$ cat config.mk
export PLATFORM = sky130hd
export DESIGN_NAME = cfg_image_loader
export DESIGN_NICKNAME = d
export VERILOG_FILES = /design/src/rtl/cfg_image_loader_pkg.sv /design/src/rtl/cfg_hdr_capture.sv /design/src/rtl/cfg_def_table.sv /design/src/rtl/cfg_load_seq.sv /design/src/rtl/cfg_image_loader.sv
export SDC_FILE = /design/constraint.sdc
export NUM_CORES = 1
export LEC_CHECK = 0
export CORE_MARGIN = 2
export CORE_UTILIZATION = 32
export DETAILED_ROUTE_END_ITERATION = 10
export DONT_BUFFER_PORTS = 1
export SLEW_MARGIN = 20
export SYNTH_ARGS = -nofsm -noshare
export SYNTH_HDL_FRONTEND = slang
export SYNTH_SLANG_ARGS = --single-unit
$ cat constraint.sdc
create_clock -name clk -period 1.6 [get_ports clk]
set_input_delay 0.16 -clock clk [delete_from_list [all_inputs] [get_ports clk]]
set_output_delay 0.16 -clock clk [all_outputs]
set_load 0.005 [all_outputs]
$ cat src/rtl/cfg_image_loader_pkg.sv
package cfg_image_loader_pkg;

   typedef enum logic [2:0] {
      ST_BOOT,
      ST_CLEAR,
      ST_HDR,
      ST_COPY,
      ST_DEF,
      ST_FIN,
      ST_DONE
   } ld_state_t;

   localparam int unsigned HDR_BYTES = 4;
   localparam int unsigned DEF_LEN   = 8;
   localparam int unsigned DEF_IW    = $clog2(DEF_LEN);
   localparam logic [7:0]  SIG_B0    = 8'h55;
   localparam logic [7:0]  SIG_B1    = 8'hBB;

   // Built-in fallback configuration bytes.
   function automatic logic [7:0] def_byte(input logic [DEF_IW-1:0] idx);
      logic [7:0] b;
      case (idx)
         3'd0:    b = 8'h55;
         3'd1:    b = 8'hBB;
         3'd5:    b = 8'h03;
         3'd6:    b = 8'h80;
         3'd7:    b = 8'h80;
         default: b = 8'h00;
      endcase
      return b;
   endfunction

endpackage

$ cat src/rtl/cfg_hdr_capture.sv
module cfg_hdr_capture
   import cfg_image_loader_pkg::*;
#(
   parameter int unsigned RES_MAX = 384
) (
   input  logic        clk,
   input  logic        rst_n,
   input  logic        cap_en,
   input  logic [1:0]  cap_idx,
   input  logic [7:0]  cap_data,
   output logic        sig_ok,
   output logic [15:0] len_lim
);

   logic [7:0]  hdr_q [HDR_BYTES];
   logic [15:0] len_raw;

   always_ff @(posedge clk or negedge rst_n) begin
      if (!rst_n) begin
         for (int k = 0; k < int'(HDR_BYTES); k++) hdr_q[k] <= 8'h00;
      end else if (cap_en) begin
         hdr_q[cap_idx] <= cap_data;
      end
   end

   assign sig_ok  = (hdr_q[0] == SIG_B0) && (hdr_q[1] == SIG_B1);
   assign len_raw = {hdr_q[2], hdr_q[3]};

   generate
      if (RES_MAX >= 65535) begin : g_no_limit
         assign len_lim = len_raw;
      end else begin : g_limit
         localparam logic [15:0] LIM = 16'(RES_MAX);
         assign len_lim = (len_raw > LIM) ? LIM : len_raw;
      end
   endgenerate

endmodule

$ cat src/rtl/cfg_def_table.sv
module cfg_def_table
   import cfg_image_loader_pkg::*;
(
   input  logic [DEF_IW-1:0] idx,
   output logic [7:0]        data
);

   assign data = def_byte(idx);

endmodule

$ cat src/rtl/cfg_load_seq.sv
module cfg_load_seq
   import cfg_image_loader_pkg::*;
#(
   parameter int unsigned EE_AW    = 14,
   parameter int unsigned RAM_AW   = 15,
   parameter int unsigned IMG_BASE = 16384,
   parameter int unsigned COPY_LEN = 8220
) (
   input  logic              clk,
   input  logic              rst_n,
   output logic              ee_req,
   output logic [EE_AW-1:0]  ee_addr,
   input  logic              ee_ack,
   input  logic [7:0]        ee_data,
   output logic              hdr_cap_en,
   output logic [1:0]        hdr_cap_idx,
   input  logic              sig_ok,
   output logic [DEF_IW-1:0] def_idx,
   input  logic [7:0]        def_data,
   output logic              ram_we,
   output logic [RAM_AW-1:0] ram_addr,
   output logic [7:0]        ram_wdata,
   output logic              img_path,
   output logic              fin,
   output logic              done
);

   localparam int unsigned       RAM_DEPTH = 1 << RAM_AW;
   localparam int unsigned       CW        = RAM_AW + 1;
   localparam logic [CW-1:0]     CLR_LAST  = CW'(RAM_DEPTH - 1);
   localparam logic [CW-1:0]     CPY_LAST  = CW'(COPY_LEN - 1);
   localparam logic [CW-1:0]     DEF_LAST  = CW'(DEF_LEN - 1);
   localparam logic [EE_AW-1:0]  HDR_LAST  = EE_AW'(HDR_BYTES - 1);
   localparam logic [RAM_AW-1:0] BASE      = RAM_AW'(IMG_BASE);

   ld_state_t          state;
   logic [CW-1:0]      cnt;
   logic [EE_AW-1:0]   ee_ptr;

   always_ff @(posedge clk or negedge rst_n) begin
      if (!rst_n) begin
         state    <= ST_BOOT;
         cnt      <= '0;
         ee_ptr   <= '0;
         img_path <= 1'b0;
      end else begin
         case (state)
            ST_BOOT: state <= ST_CLEAR;
            ST_CLEAR: begin
               if (cnt == CLR_LAST) begin
                  cnt   <= '0;
                  state <= ST_HDR;
               end else begin
                  cnt <= cnt + 1'b1;
               end
            end
            ST_HDR: begin
               if (ee_ack) begin
                  ee_ptr <= ee_ptr + 1'b1;
                  if (ee_ptr == HDR_LAST) begin
                     img_path <= sig_ok;
                     state    <= sig_ok ? ST_COPY : ST_DEF;
                  end
               end
            end
            ST_COPY: begin
               if (ee_ack) begin
                  ee_ptr <= ee_ptr + 1'b1;
                  cnt    <= cnt + 1'b1;
                  if (cnt == CPY_LAST) state <= ST_FIN;
               end
            end
            ST_DEF: begin
               cnt <= cnt + 1'b1;
               if (cnt == DEF_LAST) state <= ST_FIN;
            end
            ST_FIN:  state <= ST_DONE;
            ST_DONE: state <= ST_DONE;
            default: state <= ST_DONE;
         endcase
      end
   end

   assign ee_req      = (state == ST_HDR) || (state == ST_COPY);
   assign ee_addr     = ee_ptr;
   assign hdr_cap_en  = (state == ST_HDR) && ee_ack;
   assign hdr_cap_idx = ee_ptr[1:0];
   assign def_idx     = cnt[DEF_IW-1:0];
   assign fin         = (state == ST_FIN);
   assign done        = (state == ST_FIN) || (state == ST_DONE);

   always_comb begin
      ram_we    = 1'b0;
      ram_addr  = BASE + cnt[RAM_AW-1:0];
      ram_wdata = 8'h00;
      case (state)
         ST_CLEAR: begin
            ram_we   = 1'b1;
            ram_addr = cnt[RAM_AW-1:0];
         end
         ST_COPY: begin
            ram_we    = ee_ack;
            ram_wdata = ee_data;
         end
         ST_DEF: begin
            ram_we    = 1'b1;
            ram_wdata = def_data;
         end
         default: ;
      endcase
   end

endmodule

$ cat src/rtl/cfg_image_loader.sv
module cfg_image_loader
   import cfg_image_loader_pkg::*;
#(
   parameter int unsigned EE_DEPTH    = 8224,
   parameter int unsigned RAM_AW      = 15,
   parameter int unsigned IMG_BASE    = 16384,
   parameter int unsigned RES_MAX     = 384,
   parameter int unsigned DEF_RES_LEN = 19,
   localparam int unsigned EE_AW      = $clog2(EE_DEPTH)
) (
   input  logic              clk,
   input  logic              rst_n,
   output logic              ee_req,
   output logic [EE_AW-1:0]  ee_addr,
   input  logic              ee_ack,
   input  logic [7:0]        ee_data,
   output logic              ram_we,
   output logic [RAM_AW-1:0] ram_addr,
   output logic [7:0]        ram_wdata,
   output logic [15:0]       res_len,
   output logic              done,
   output logic              upd_pulse
);

   localparam int unsigned RAM_DEPTH = 1 << RAM_AW;
   localparam int unsigned EE_BODY   = EE_DEPTH - HDR_BYTES;
   localparam int unsigned RAM_ROOM  = RAM_DEPTH - IMG_BASE;
   localparam int unsigned COPY_LEN  = (EE_BODY < RAM_ROOM) ? EE_BODY : RAM_ROOM;

   generate
      if (EE_DEPTH < 8) begin : g_chk_ee
         $error("EE_DEPTH too small for a header and body");
      end
      if (IMG_BASE + DEF_LEN > RAM_DEPTH) begin : g_chk_base
         $error("IMG_BASE leaves no room for the default table");
      end
      if (RES_MAX > 65535 || DEF_RES_LEN > 65535) begin : g_chk_len
         $error("length values must fit 16 bits");
      end
      if (COPY_LEN < 1) begin : g_chk_copy
         $error("copy length must be at least one byte");
      end
   endgenerate

   logic              hdr_cap_en;
   logic [1:0]        hdr_cap_idx;
   logic              sig_ok;
   logic [15:0]       len_lim;
   logic [DEF_IW-1:0] def_idx;
   logic [7:0]        def_data;
   logic              img_path;

   cfg_hdr_capture #(
      .RES_MAX (RES_MAX)
   ) u_hdr (
      .clk      (clk),
      .rst_n    (rst_n),
      .cap_en   (hdr_cap_en),
      .cap_idx  (hdr_cap_idx),
      .cap_data (ee_data),
      .sig_ok   (sig_ok),
      .len_lim  (len_lim)
   );

   cfg_def_table u_def (
      .idx  (def_idx),
      .data (def_data)
   );

   cfg_load_seq #(
      .EE_AW    (EE_AW),
      .RAM_AW   (RAM_AW),
      .IMG_BASE (IMG_BASE),
      .COPY_LEN (COPY_LEN)
   ) u_seq (
      .clk         (clk),
      .rst_n       (rst_n),
      .ee_req      (ee_req),
      .ee_addr     (ee_addr),
      .ee_ack      (ee_ack),
      .ee_data     (ee_data),
      .hdr_cap_en  (hdr_cap_en),
      .hdr_cap_idx (hdr_cap_idx),
      .sig_ok      (sig_ok),
      .def_idx     (def_idx),
      .def_data    (def_data),
      .ram_we      (ram_we),
      .ram_addr    (ram_addr),
      .ram_wdata   (ram_wdata),
      .img_path    (img_path),
      .fin         (upd_pulse),
      .done        (done)
   );

   assign res_len = !done    ? 16'h0000 :
                    img_path ? len_lim  : 16'(DEF_RES_LEN);

endmodule

# Word level (Yosys, flattened, before mapping)
# Index checks and enable logic that the tools add are counted.
[op_classes]
addsub = 3
eq_ne = 22
shifts = 0
n_reduce_logical = 15
n_mul = 0
bitwise_logic = 1
n_mux = 21
div_mod_pow = 0
n_lt_le_gt_ge = 3
[ops]
columns = ["cell", "n"]
rows = [
  ["$mux W16", 5],
  ["$pmux W16 S3", 1],
  ["$bwmux W32", 1],
  ["$pmux W8 S4", 1],
  ["$mux W3", 7],
  ["$eq A3 B3 Y1 const B", 6],
  ["$add A16 B1 Y16 const B", 1],
  ["$demux W8 S2", 1],
  ["$eq A16 B14 Y1 const B", 1],
  ["$eq A16 B15 Y1 const B", 1],
  ["$eq A16 B3 Y1 const B", 1],
  ["$gt A16 B9 Y1 const B", 1],
  ["$pmux W8 S2", 1],
  ["$add A15 B15 Y15 const A", 1],
  ["$mux W15", 1],
  ["$pmux W3 S5", 1],
  ["$add A14 B1 Y14 const B", 1],
  ["$eq A14 B2 Y1 const B", 1],
  ["$eq A8 B7 Y1 const B", 1],
  ["$eq A8 B8 Y1 const B", 1],
  ["$mux W8", 1],
  ["$ne A2 B1 Y1 const B", 4],
  ["$eq A3 B1 Y1 const B", 2],
  ["$eq A3 B2 Y1 const B", 2],
  ["other kinds (13)", 21],
]
[word_totals]
mem_bits_rw = 0
inputBits = 11
memories = 0
latch_bits = 0
wordCells = 73
rom_bits = 0
regBits = 66

# Depth between registers and ports, before layout
# Gate-level depths: netlist of run 1.
[depth]
ltp_word = 6
ltp_mapped = 7

# Cells and area by module
# Synthesis of run 1 repeated with hierarchy kept, for this count alone.
[hier_totals]
cells_unflattened = 339
area_unflattened_um2 = 3641.0
[modules_own_cells]
columns = ["mod", "n_inst", "cells_each", "seq_area_each_um2", "area_per_inst_um2"]
rows = [
  ["cfg_load_seq", 1, 213, 850.8, 2047.0],
  ["cfg_hdr_capture", 1, 96, 800.8, 1392.6],
  ["cfg_image_loader", 1, 21, 0.0, 145.1],
  ["cfg_def_table", 1, 9, 0.0, 56.3],
]

# Worst setup path after synthesis of run 1
# No wires, ideal clock.
[synth_path]
path_kind = "register to register"
startpoint = "register u_seq.cnt[0]"
endpoint = "register u_seq.state[1]"
setup_slack_ps = -60
arrival_ps = 1519
stages_incl_launch_ff = 7
period_less_slack_ps = 1660
n_path_buf = 0
cell_sequence = "dfrtp_1 > ha_1 > nor4b_2 > nand4_1 > a22oi_2 > o311a_2 > a311oi_1"
[synth_between]
elab_chain_len = 3
[synth_rtl]
columns = ["element", "line", "rtl"]
rows = [
  ["from (decl)", "cfg_load_seq.sv:37", "logic [CW-1:0] cnt;"],
  ["from (signal assigned)", "cfg_load_seq.sv:54", "cnt <= cnt + 1'b1;"],
  ["from (signal assigned)", "cfg_load_seq.sv:69", "cnt <= cnt + 1'b1;"],
  ["from (signal assigned)", "cfg_load_seq.sv:74", "cnt <= cnt + 1'b1;"],
  ["$eq A16 B14 Y1, or another cell as far along", "cfg_load_seq.sv:70", "if (cnt == CPY_LAST) state <= ST_FIN;"],
  ["$ne A2 B1 Y1 (no line)", "--", ""],
  ["$reduce_and A6 Y1 (no line) (*)", "--", ""],
  ["to (signal assigned)", "cfg_load_seq.sv:62", "state <= sig_ok ? ST_COPY : ST_DEF;"],
  ["to (decl)", "cfg_load_seq.sv:36", "ld_state_t state;"],
]
# Mark *: on every way between the ends. The rest lies on a longest branch, timed or not.
# A chain may end at the register's enable or synchronous reset.

# Final worst setup path of run 1
[layout_path]
startpoint = "register u_seq.state[1]"
endpoint = "output res_len[3]"
[layout_between]
elab_chain_len = 3
[layout_rtl]
columns = ["element", "line", "rtl"]
rows = [
  ["$eq A3 B3 Y1", "cfg_load_seq.sv:90", "assign done = (state == ST_FIN) || (state == ST_DONE);"],
  ["$logic_or A1 B1 Y1 (*)", "cfg_load_seq.sv:90", ""],
  ["$mux W16 (*)", "cfg_image_loader.sv:95", "assign res_len = !done ? 16'h0000 :"],
  ["to (decl)", "cfg_image_loader.sv:20", "output logic [15:0] res_len,"],
]
# Marks and branches as above.

==> results of run 1 <==
[per-stage QoR]
stage          cells  util (%)  setup slack, ns
2_1_floorplan    338         -         0.000651
3_3_place_gp     529      38.6           -0.179
3_5_place_dp     529      38.6           -0.184
4_1_cts          562      43.5           -0.365
5_1_grt          590      51.6           -0.534
6_report         590      51.6           -0.445
[metal layers]
metal	wire length [um]	track usage [%]	vias up
met5	0	0	-
met4	142	4.07	0
met3	676	5.41	13
met2	5560	27.1	103
met1	4520	20.6	1542
li1	-	-	1405
[final cells by class]
type,instances,area [um2],area share (%)
clock buffer,9,124,2.20
clock inverter,7,61.3,1.09
inverter,8,30.0,0.534
multi-input combinational,234,2470,44.0
sequential,66,1660,29.5
tap,140,175,3.12
timing repair buffer,126,1100,19.6
[worst max-delay path by stage]
stage	slack, ns	cells past startpoint	to	from
floorplan	0.0007	6	u_seq.state[1]	u_seq.cnt[1]
global placement	-0.18	6	u_seq.cnt[14]	u_seq.state[1]
detailed placement	-0.18	7	res_len[3]	u_seq.state[1]
CTS	-0.36	7	res_len[3]	u_seq.state[1]
global route	-0.53	7	res_len[3]	u_seq.state[1]
finish	-0.44	7	res_len[3]	u_seq.state[1]
[critical path: stages, from the launching register on]
cell                       delay, ns
sky130_fd_sc_hd__dfrtp_1        0.41
sky130_fd_sc_hd__buf_6          0.13
sky130_fd_sc_hd__xor2_2         0.17
sky130_fd_sc_hd__nand2_2        0.12
sky130_fd_sc_hd__inv_2          0.10
sky130_fd_sc_hd__nand2_4        0.07
sky130_fd_sc_hd__a311oi_4       0.31
sky130_fd_sc_hd__and2_1         0.22
[cell usage in the layout (no fill, tap or decap), drive strengths merged, types with 4 or more instances in the layout]
cell         netlist  final
nand2b             5      5
nor4              11     11
o21ai             15     15
nand2             33     33
xor2               4      4
inv                8     11
xnor2             18     18
dlygate4sd3        0      8
a21oi              9      9
and2               7      7
nor2              14     14
buf               29    118
o31ai              6      6
clkbuf             1      9
conb               1      7
nand4              9      9
a22o               4      4
ha                 7      7
mux2              33     33
nand3             12     12
a22oi              4      4
nor3               6      6
dfrtp             66     66
and3               4      4
[what timing repair did]
action                     4_1_cts  5_1_grt
setup buffers                    9       30
hold endpoints to repair        98       66
pin swaps                       19       44
gates resized for setup         58      145
setup endpoints to repair       71       80
[registers in the layout (all words and copies together), names as in the netlist]
name            count
u_seq.cnt          16
u_seq.ee_addr      14
u_hdr.hdr_q        32
u_seq.img_path      1
u_seq.state         3
[cell families (layout without fill, tap and decap cells)]
family | count (synthesis) | count (layout) | synth area share, %
AO/OA/AOI/OAI | 49 | 49 | 9.29
flip-flops | 66 | 66 | 45.9
buffers and inverters | 38 | 150 | 7.00
AND/OR/NAND/NOR | 116 | 116 | 19.5
multiplexers | 33 | 33 | 10.3
adder cells (fa/ha/maj) | 7 | 7 | 2.44
XOR/XNOR | 22 | 22 | 5.36
other | 1 | 7 | 0.104
[power by group through the flow]
stage | clock network, W | registers, W | logic [W]
2_1_floorplan | 0 | 0.00203 | 0.000563
3_3_place_gp | 0 | 0.00198 | 0.000978
3_5_place_dp | 0 | 0.00198 | 0.000983
4_1_cts | 0.00139 | 0.00195 | 0.00107
5_1_grt | 0.00146 | 0.00199 | 0.00143
6_report | 0.00136 | 0.00197 | 0.00132
==> results_tabular.tex, run 1 <==
\begin{tabular}{lr}
\hline
Metric & Value \\
\hline
\multicolumn{2}{l}{\textbf{Synthesis}} \\
\quad Area of the mapped netlist & 0.00359 mm2 \\
\quad Largest cells by area after synthesis & sky130\_fd\_sc\_hd\_\_dfrtp\_1 (46\%), sky130\_fd\_sc\_hd\_\_mux2\_2 (10\%), sky130\_fd\_sc\_hd\_\_buf\_4 (5.0\%) \\
\quad Cell accounting for the most synthesized area & sky130\_fd\_sc\_hd\_\_dfrtp\_1 \\
\quad Sequential share of the synthesized area & 45.9\% \\
\quad Avg Synthesized Cell Area & 10.8 um2 \\
\quad Proportion of register bits with asynchronous set or reset after synthesis & 100\% \\
\quad Synthesized netlist cell count & 332 \\
\quad Most common cell in the netlist & sky130\_fd\_sc\_hd\_\_dfrtp\_1 \\
\quad Main flop type after synthesis & sky130\_fd\_sc\_hd\_\_dfrtp\_1 \\
\quad Post-synthesis sequential element count & 66 \\
\quad Most frequent cells after synthesis & sky130\_fd\_sc\_hd\_\_dfrtp\_1 (66), sky130\_fd\_sc\_hd\_\_mux2\_2 (33), sky130\_fd\_sc\_hd\_\_nand2\_1 (28) \\
\quad Number of synthesized flops with an enable pin & 0 \\
\quad Share of the synthesized area in the top cell type & 45.9\% \\
\quad Yosys warning total & 0 \\
\quad Distinct cell type count of the synthesized netlist & 56 \\
\multicolumn{2}{l}{\textbf{Clock tree}} \\
\quad Root buffer cell & sky130\_fd\_sc\_hd\_\_clkbuf\_8 \\
\quad Insertion delay of the later-clocked pin in the worst-skew pair & 0.35 ns \\
\quad Total number of clock tree sinks & 66 \\
\quad Number of buffers added to fix hold violations after cts & 8 \\
\quad Number of levels in the clock H-tree & 3 \\
\quad Number of buffers on the longest clock path & 2 \\
\quad Number of buffers added by the clock tree synthesis step & 9 \\
\quad Clock input transition at the sequential cells of the worst setup and hold paths & 0.08 ns \\
\quad Clock tree from TritonCTS & done \\
\multicolumn{2}{l}{\textbf{Job}} \\
\quad MaxCap Viol Count & 0 \\
\multicolumn{2}{l}{\textbf{STA}} \\
\quad Max Slew Vio Count & 0 \\
\quad Worst hold slack after final layout & -0.498 ns \\
\quad Post-layout minimum cycle time & 2.04 ns \\
\quad Maximum clock skew at final layout & 0.00483 ns \\
\quad Aggregate negative setup slack & -11.22 ns \\
\quad Final setup violation count & 76 \\
\quad Maximum frequency from static timing analysis & 489 MHz \\
\quad Endpoints failing hold & 66 \\
\quad Final worst slack & -0.445 ns \\
\quad Setup repair after global routing missed its margin & yes \\
\quad Final worst path period share & 128\% \\
\multicolumn{2}{l}{\textbf{Placed design}} \\
\quad Routability cong. & 0.854 \\
\quad Post-DP HPWL & 6.27 mm \\
\quad Area after detailed placement & 0.00420 mm2 \\
\quad Number of input and output port buffers inserted & 0 \\
\multicolumn{2}{l}{\textbf{GRT}} \\
\quad Overflow left after global routing & 0 \\
\quad Overall Global Routing Usage & 16.4\% \\
\quad Number of antenna violations at the first check in global routing & 0 \\
\quad Vias in the first global route & 3003 \\
\quad Global-route wire length before repair & 15.1 mm \\
\quad Pin count of the biggest net entering global routing & 67 \\
\multicolumn{2}{l}{\textbf{Floorplan}} \\
\quad Vertical extent of the die & 110 um \\
\quad Area of the core region & 0.0109 mm2 \\
\quad Count of pins on the block boundary & 68 \\
\quad Die Outline Area & 0.0121 mm2 \\
\quad Die width & 110 um \\
\quad Cell row count & 38 \\
\quad Initial core utilization & 33.0\% \\
\multicolumn{2}{l}{\textbf{Layout}} \\
\quad Net count of the finished layout & 463 \\
\quad Fill cell instance count of the final layout & 920 \\
\quad Layout cell share with drive strength beyond 1 & 61.3\% \\
\quad Antenna diodes & 0 \\
\quad Synth-to-Final Area Change & 56.3\% \\
\quad Final Cell Area & 0.00562 mm2 \\
\multicolumn{2}{l}{\textbf{Power and ir drop}} \\
\quad Power density over the cells & 829 mW/mm2 \\
\quad Relative contribution of combinational cells to total power & 28.5\% \\
\quad Clock network fraction of total power & 29.2\% \\
\quad Internal power component & 0.00302 W \\
\quad Overall Power & 0.00466 W \\
\quad Fraction of power consumed by sequential logic & 42.4\% \\
\quad Cell leakage power & 2.66 nW \\
\quad Psw & 0.00163 W \\
\quad Worst vdd rail ir drop & 0.000581 V \\
\quad Sw Ratio & 35.1\% \\
\multicolumn{2}{l}{\textbf{Run status}} \\
\quad Run status & finished with violations \\
\quad Violations in the final reports & hold timing, setup timing \\
\multicolumn{2}{l}{\textbf{Routing}} \\
\quad Post-route antenna net violation count & 0 \\
\quad Drt total wl & 10.9 mm \\
\quad Routed wirelength normalized by instance count & 18.5 um \\
\quad Drt pass-1 iters & 4 \\
\quad 1st-iter DRT viols & 95 \\
\quad Vias per Instance & 5.19 \\
\quad Total number of vias & 3063 \\
\quad Remaining design rule violation count & 0 \\
\multicolumn{2}{l}{\textbf{Critical path}} \\
\quad R2R Path Start & u\_seq.state[1] \\
\quad CP required & 1.44 ns \\
\quad Worst R2R Path Depth & 7 \\
\quad Element type at the critical path end & primary output \\
\quad Path type of the worst setup path & reg2out \\
\quad Setup slack on the worst flop-to-flop path & -0.28 ns \\
\quad Element type at the critical path start & register \\
\quad Critical Path AT & 1.88 ns \\
\quad Endpoint of the most critical register-to-register path & u\_seq.state[0] \\
\quad Maximum fanout encountered on the critical timing path & 4 \\
\multicolumn{2}{l}{\textbf{Hold path}} \\
\quad Type of the worst min-delay path & in2async \\
\hline
\end{tabular}
No activity file was read; power rests on OpenSTA's default activity.
==> inputs of run 2 (changes only) <==
--- a/config.mk
+++ b/config.mk
@@ -5,10 +5,10 @@
 export SDC_FILE = /design/constraint.sdc
 export NUM_CORES = 1
 export LEC_CHECK = 0
+export BUFFER_PORTS_ARGS = -buffer_cell sky130_fd_sc_hd__buf_2
 export CORE_MARGIN = 2
 export CORE_UTILIZATION = 32
 export DETAILED_ROUTE_END_ITERATION = 10
-export DONT_BUFFER_PORTS = 1
 export SLEW_MARGIN = 20
 export SYNTH_ARGS = -nofsm -noshare
 export SYNTH_HDL_FRONTEND = slang
==> results_tabular.tex, run 2 (same netlist as run 1, synthesis figures left out) <==
\begin{tabular}{lr}
\hline
Metric & Value \\
\hline
\multicolumn{2}{l}{\textbf{Floorplan}} \\
\quad Cell row count & 38 \\
\quad Initial core utilization & 33.0\% \\
\quad Die width & 110 um \\
\quad Die Outline Area & 0.0121 mm2 \\
\quad Vertical extent of the die & 110 um \\
\quad Area of the core region & 0.0109 mm2 \\
\quad Count of pins on the block boundary & 68 \\
\multicolumn{2}{l}{\textbf{STA}} \\
\quad Final worst path period share & 122\% \\
\quad Endpoints failing hold & 0 \\
\quad Max Slew Vio Count & 0 \\
\quad Final worst slack & -0.354 ns \\
\quad Maximum frequency from static timing analysis & 512 MHz \\
\quad Relative slew margins & 61.1\% \\
\quad Maximum clock skew at final layout & 0.00602 ns \\
\quad Aggregate negative setup slack & -17.81 ns \\
\quad Final setup violation count & 84 \\
\quad Post-layout minimum cycle time & 1.95 ns \\
\quad Worst-Margin Slew & 0.583 ns \\
\quad Setup repair after global routing missed its margin & yes \\
\multicolumn{2}{l}{\textbf{Hold path}} \\
\quad Type of the worst min-delay path & in2reg \\
\multicolumn{2}{l}{\textbf{Power and ir drop}} \\
\quad Relative contribution of combinational cells to total power & 29.6\% \\
\quad Cell leakage power & 2.98 nW \\
\quad Power density over the cells & 802 mW/mm2 \\
\quad Worst vdd rail ir drop & 0.000464 V \\
\quad Internal power component & 0.00320 W \\
\quad Clock network fraction of total power & 29.0\% \\
\quad Overall Power & 0.00478 W \\
\quad Sw Ratio & 33.1\% \\
\quad Fraction of power consumed by sequential logic & 41.4\% \\
\quad Psw & 0.00158 W \\
\multicolumn{2}{l}{\textbf{GRT}} \\
\quad Overflow left after global routing & 0 \\
\quad Pin count of the biggest net entering global routing & 28 \\
\quad Overall Global Routing Usage & 18.2\% \\
\quad Number of antenna violations at the first check in global routing & 0 \\
\quad Vias in the first global route & 3287 \\
\quad Global-route wire length before repair & 16.7 mm \\
\multicolumn{2}{l}{\textbf{Critical path}} \\
\quad Maximum fanout encountered on the critical timing path & 4 \\
\quad Critical path cell sequence & nor4\_2 > nand2\_1 > a311oi\_4 > and2\_1 > buf\_2 \\
\quad Element type at the critical path start & register \\
\quad Critical-path top delay cell & sky130\_fd\_sc\_hd\_\_dfrtp\_1 \\
\quad CP required & 1.44 ns \\
\quad Element type at the critical path end & primary output \\
\quad Critical Path AT & 1.79 ns \\
\quad Path type of the worst setup path & reg2out \\
\quad Maximum single-stage delay on the critical path & 0.39 ns \\
\multicolumn{2}{l}{\textbf{Placed design}} \\
\quad Routability cong. & 0.836 \\
\quad Post-DP HPWL & 6.72 mm \\
\quad Area after detailed placement & 0.00446 mm2 \\
\quad Number of input and output port buffers inserted & 60 \\
\quad Setup Slack @ Placement & -0.162 ns \\
\multicolumn{2}{l}{\textbf{Layout}} \\
\quad Net count of the finished layout & 514 \\
\quad Max reg flops & 32 \\
\quad Multi-input combinational cell area & 0.00249 mm2 \\
\quad Area used by sequential logic in the layout & 0.00166 mm2 \\
\quad Most frequent cells in the layout & sky130\_fd\_sc\_hd\_\_buf\_4 (78), sky130\_fd\_sc\_hd\_\_dfrtp\_1 (59), sky130\_fd\_sc\_hd\_\_buf\_2 (57) \\
\quad Antenna diodes & 0 \\
\quad Synth-to-Final Area Change & 65.9\% \\
\quad Most common cell after layout, fill and taps aside & sky130\_fd\_sc\_hd\_\_buf\_4 \\
\quad Layout cell share with drive strength beyond 1 & 67.5\% \\
\quad Final Cell Area & 0.00596 mm2 \\
\quad Largest register by flop count & u\_hdr.hdr\_q \\
\quad Layout Utilization & 54.8\% \\
\quad Fill cell instance count of the final layout & 908 \\
\multicolumn{2}{l}{\textbf{Job}} \\
\quad MaxCap Viol Count & 0 \\
\multicolumn{2}{l}{\textbf{Routing}} \\
\quad Total number of vias & 3200 \\
\quad Drt pass-1 iters & 4 \\
\quad Routed wirelength normalized by instance count & 17.2 um \\
\quad Top layer in use & met4 \\
\quad 1st-iter DRT viols & 107 \\
\quad Total routed wire length on the met1 layer & 4.79 mm \\
\quad Total met2 wirelength after detailed routing & 5.65 mm \\
\quad Remaining design rule violation count & 0 \\
\quad Vias per Instance & 4.99 \\
\quad Drt total wl & 11.0 mm \\
\quad Post-route antenna net violation count & 0 \\
\quad Met3 wire length & 450 um \\
\multicolumn{2}{l}{\textbf{Clock tree}} \\
\quad Number of levels in the clock H-tree & 3 \\
\quad Clock tree from TritonCTS & done \\
\quad Number of buffers added by the clock tree synthesis step & 9 \\
\quad Root buffer cell & sky130\_fd\_sc\_hd\_\_clkbuf\_8 \\
\quad Clock input transition at the sequential cells of the worst setup and hold paths & 0.08 ns \\
\quad Insertion delay of the later-clocked pin in the worst-skew pair & 0.33 ns \\
\quad Total number of clock tree sinks & 66 \\
\quad Number of buffers on the longest clock path & 2 \\
\multicolumn{2}{l}{\textbf{Run status}} \\
\quad Run status & finished with violations \\
\quad Violations in the final reports & setup timing \\
\hline
\end{tabular}
[run 2: area by class of cell]
class	instances	area share [%]
multi-input cells	234	41.7
clock inverters	7	1.17
flip-flops and latches	66	27.8
inverters	8	0.503
clock buffers	9	2.08
well taps	140	2.94
repair buffers	177	23.8
[run 2: final timing paths]
kind	from	end	slack, ns	cells after the start
worst min-delay path	ee_data[1]	u_hdr.hdr_q[17]	0.15	2
worst min register to register	u_hdr.hdr_q[18]	u_hdr.hdr_q[18]	0.50	1
worst max-delay path	u_hdr.hdr_q[5]	res_len[2]	-0.35	5
max in group asynchronous	rst_n	u_seq.ee_addr[9]	0.69	3
min in group asynchronous	rst_n	u_hdr.hdr_q[5]	0.35	2
worst max register to register	u_seq.state[1]	u_hdr.hdr_q[21]	-0.28	8
[run 2: per-layer routing]
layer | global-route usage (%) | vias up
li1 | - | 1500
met1 | 23.4 | 1608
met2 | 30.1 | 79
met3 | 4.06 | 13
met4 | 6.06 | 0
met5 | 0 | -
[run 2: critical path: cells and delay by family, from the launching register on]
| family | cells | cell delay (ns) |
|---|---|---|
| AND/OR/NAND/NOR | 3 | 0.62 |
| flip-flops | 1 | 0.39 |
| AO/OA/AOI/OAI | 1 | 0.34 |
| buffers and inverters | 1 | 0.11 |
[run 2: power by group through the flow]
stage | Combinational (W) | Clock, W | Sequential, W
6_report | 0.00142 | 0.00138 | 0.00198
5_1_grt | 0.00156 | 0.00149 | 0.00200
4_1_cts | 0.00128 | 0.00142 | 0.00197
3_5_place_dp | 0.00108 | 0 | 0.00198
3_3_place_gp | 0.00107 | 0 | 0.00198
2_1_floorplan | 0.000563 | 0 | 0.00203
[run 2: timing repair]
item | 4_1_cts | 5_1_grt
endpoints found under the hold margin | 20 | 0
setup endpoints to repair | 75 | 85
gates resized for setup | 121 | 95
gates cloned | 1 | 1
pin swaps | 41 | 54
hold buffers | 1 | 0
buffers inserted | 31 | 21
[run 2: per-stage QoR]
step	std cells	hold slack [ns]
2_1_floorplan	338	-0.136
3_3_place_gp	578	0.187
3_5_place_dp	578	0.200
4_1_cts	626	0.133
5_1_grt	641	0.147
6_report	641	0.152
==> inputs of run 3 (changes only) <==
==> constraint.sdc (replaced) <==
create_clock -name clk -period 1.7 [get_ports clk]
set_input_delay 0.17 -clock clk [delete_from_list [all_inputs] [get_ports clk]]
set_output_delay 0.17 -clock clk [all_outputs]
set_load 0.005 [all_outputs]
==> results_tabular.tex, run 3 (same netlist as run 1, synthesis figures left out) <==
\begin{tabular}{lr}
\hline
Metric & Value \\
\hline
\multicolumn{2}{l}{\textbf{Run status}} \\
\quad Run status & finished with violations \\
\quad Violations in the final reports & setup timing \\
\multicolumn{2}{l}{\textbf{STA}} \\
\quad Maximum clock skew at final layout & 0.00771 ns \\
\quad Final worst slack & -0.258 ns \\
\quad Max Slew Vio Count & 0 \\
\quad Setup repair after global routing missed its margin & yes \\
\quad Post-layout minimum cycle time & 1.96 ns \\
\quad Final setup violation count & 63 \\
\quad Worst hold slack after final layout & 0.141 ns \\
\quad Final worst path period share & 115\% \\
\quad Endpoints failing hold & 0 \\
\quad Maximum frequency from static timing analysis & 511 MHz \\
\multicolumn{2}{l}{\textbf{Clock tree}} \\
\quad Clock tree from TritonCTS & done \\
\quad Root buffer cell & sky130\_fd\_sc\_hd\_\_clkbuf\_8 \\
\quad Total number of clock tree sinks & 66 \\
\quad Clock input transition at the sequential cells of the worst setup and hold paths & 0.09 ns \\
\quad Insertion delay of the later-clocked pin in the worst-skew pair & 0.36 ns \\
\quad Number of buffers added by the clock tree synthesis step & 9 \\
\quad Number of levels in the clock H-tree & 3 \\
\quad Number of buffers on the longest clock path & 2 \\
\multicolumn{2}{l}{\textbf{Routing}} \\
\quad Total number of vias & 3018 \\
\quad Remaining design rule violation count & 0 \\
\quad 1st-iter DRT viols & 93 \\
\quad Drt total wl & 9.62 mm \\
\quad Routed wirelength normalized by instance count & 15.8 um \\
\quad Post-route antenna net violation count & 0 \\
\quad Vias per Instance & 4.96 \\
\quad Drt pass-1 iters & 4 \\
\multicolumn{2}{l}{\textbf{Critical path}} \\
\quad Critical-path top delay cell & sky130\_fd\_sc\_hd\_\_dfrtp\_1 \\
\quad Path type of the worst setup path & reg2out \\
\quad Critical path cell sequence & nor4\_2 > nand2\_1 > a311oi\_4 > and2\_1 > buf\_2 \\
\quad Element type at the critical path end & primary output \\
\quad Element type at the critical path start & register \\
\quad Maximum single-stage delay on the critical path & 0.41 ns \\
\quad Maximum fanout encountered on the critical timing path & 4 \\
\quad CP required & 1.53 ns \\
\quad Critical Path AT & 1.79 ns \\
\multicolumn{2}{l}{\textbf{Floorplan}} \\
\quad Cell row count & 38 \\
\quad Initial core utilization & 33.0\% \\
\quad Count of pins on the block boundary & 68 \\
\quad Die width & 110 um \\
\quad Area of the core region & 0.0109 mm2 \\
\quad Die Outline Area & 0.0121 mm2 \\
\quad Vertical extent of the die & 110 um \\
\multicolumn{2}{l}{\textbf{GRT}} \\
\quad Number of antenna violations at the first check in global routing & 0 \\
\quad Overflow left after global routing & 0 \\
\quad Global-route wire length before repair & 14.1 mm \\
\quad Vias in the first global route & 2946 \\
\quad Pin count of the biggest net entering global routing & 67 \\
\quad Overall Global Routing Usage & 15.4\% \\
\multicolumn{2}{l}{\textbf{Power and ir drop}} \\
\quad Power density over the cells & 843 mW/mm2 \\
\quad Cell leakage power & 2.57 nW \\
\quad Worst vdd rail ir drop & 0.000615 V \\
\multicolumn{2}{l}{\textbf{Layout}} \\
\quad Most frequent cells in the layout & sky130\_fd\_sc\_hd\_\_dfrtp\_1 (60), sky130\_fd\_sc\_hd\_\_buf\_4 (59), sky130\_fd\_sc\_hd\_\_buf\_2 (58) \\
\quad Layout cell share with drive strength beyond 1 & 58.8\% \\
\quad Max reg flops & 32 \\
\quad Area used by sequential logic in the layout & 0.00166 mm2 \\
\quad Final std cells w/o fill & 609 \\
\quad Largest register by flop count & u\_hdr.hdr\_q \\
\quad Synth-to-Final Area Change & 47.0\% \\
\quad Most common cell after layout, fill and taps aside & sky130\_fd\_sc\_hd\_\_dfrtp\_1 \\
\quad Fill cell instance count of the final layout & 965 \\
\quad Antenna diodes & 0 \\
\quad Net count of the finished layout & 482 \\
\quad Multi-input combinational cell area & 0.00213 mm2 \\
\multicolumn{2}{l}{\textbf{Hold path}} \\
\quad Type of the worst min-delay path & in2reg \\
\multicolumn{2}{l}{\textbf{Job}} \\
\quad MaxCap Viol Count & 0 \\
\multicolumn{2}{l}{\textbf{Placed design}} \\
\quad Cell Count Post-Placement & 561 \\
\quad Routability cong. & 0.787 \\
\quad Post-DP HPWL & 6.28 mm \\
\quad Number of input and output port buffers inserted & 60 \\
\hline
\end{tabular}
-- run 3: area by class of cell --
class / count / share of cell area (%)
multi-input combinational: 234 / 40.4
sequential: 66 / 31.4
timing repair buffer: 145 / 20.4
tap: 140 / 3.31
clock buffer: 9 / 2.34
clock inverter: 7 / 1.61
inverter: 8 / 0.568
-- run 3: worst paths after layout --
path / from / endpoint / slack, ns / cells after the start
max in group asynchronous: rst_n / u_seq.state[2] / 1.02 / 3
worst max register to register: u_seq.state[0] / u_seq.cnt[14] / -0.14 / 8
worst max-delay path: u_hdr.hdr_q[3] / res_len[3] / -0.26 / 5
worst min register to register: u_hdr.hdr_q[18] / u_hdr.hdr_q[18] / 0.50 / 1
worst min-delay path: ee_data[5] / u_hdr.hdr_q[13] / 0.14 / 2
min in group asynchronous: rst_n / u_seq.cnt[10] / 0.34 / 3
-- run 3: where the power goes --
| group | leakage (nW) | switching (W) | internal, W |
|---|---|---|---|
| Sequential | 0.879 | 0.000149 | 0.00170 |
| Clock | 0.107 | 0.000708 | 0.000707 |
| Combinational | 1.58 | 0.000649 | 0.000543 |
-- run 3: through the flow --
stage / instance area [um2] / total power, W / TNS [ns] / utilization [%] / worst slack [ns]
after floorplan: 3620 / 0.00243 / 0 / - / 0.0401
after global placement: 4290 / 0.00283 / -0.246 / 39.4 / -0.0607
after detailed placement: 4290 / 0.00285 / -0.474 / 39.4 / -0.0944
after CTS: 4830 / 0.00433 / -3.54 / 44.4 / -0.312
after global routing: 5290 / 0.00469 / -9.67 / 48.5 / -0.385
final: 5290 / 0.00446 / -4.47 / 48.5 / -0.258
-- run 3: routing by layer --
metal / up-vias / wire length [um] / GRT usage, %
li1: 1428 / - / -
met1: 1516 / 4180 / 18.6
met2: 55 / 4890 / 25.5
met3: 19 / 316 / 3.59
met4: 0 / 229 / 8.14
met5: - / 0 / 0
-- run 3: critical path, delay by kind of cell, from the launching register on --
family	cells	cell delay, ns
DFF	1	0.41
and+or+nand+nor	3	0.58
buffers and inverters	1	0.10
AOI/OAI and AO/OA	1	0.33
-- run 3: repair_timing --
| item | in CTS | in global routing |
|---|---|---|
| pin swaps | 22 | 36 |
| gates resized for setup | 50 | 79 |
| hold buffers | 1 | 0 |
| buffers inserted | 18 | 14 |
| endpoints found under the setup margin | 27 | 66 |
| endpoints found under the hold margin | 66 | 0 |
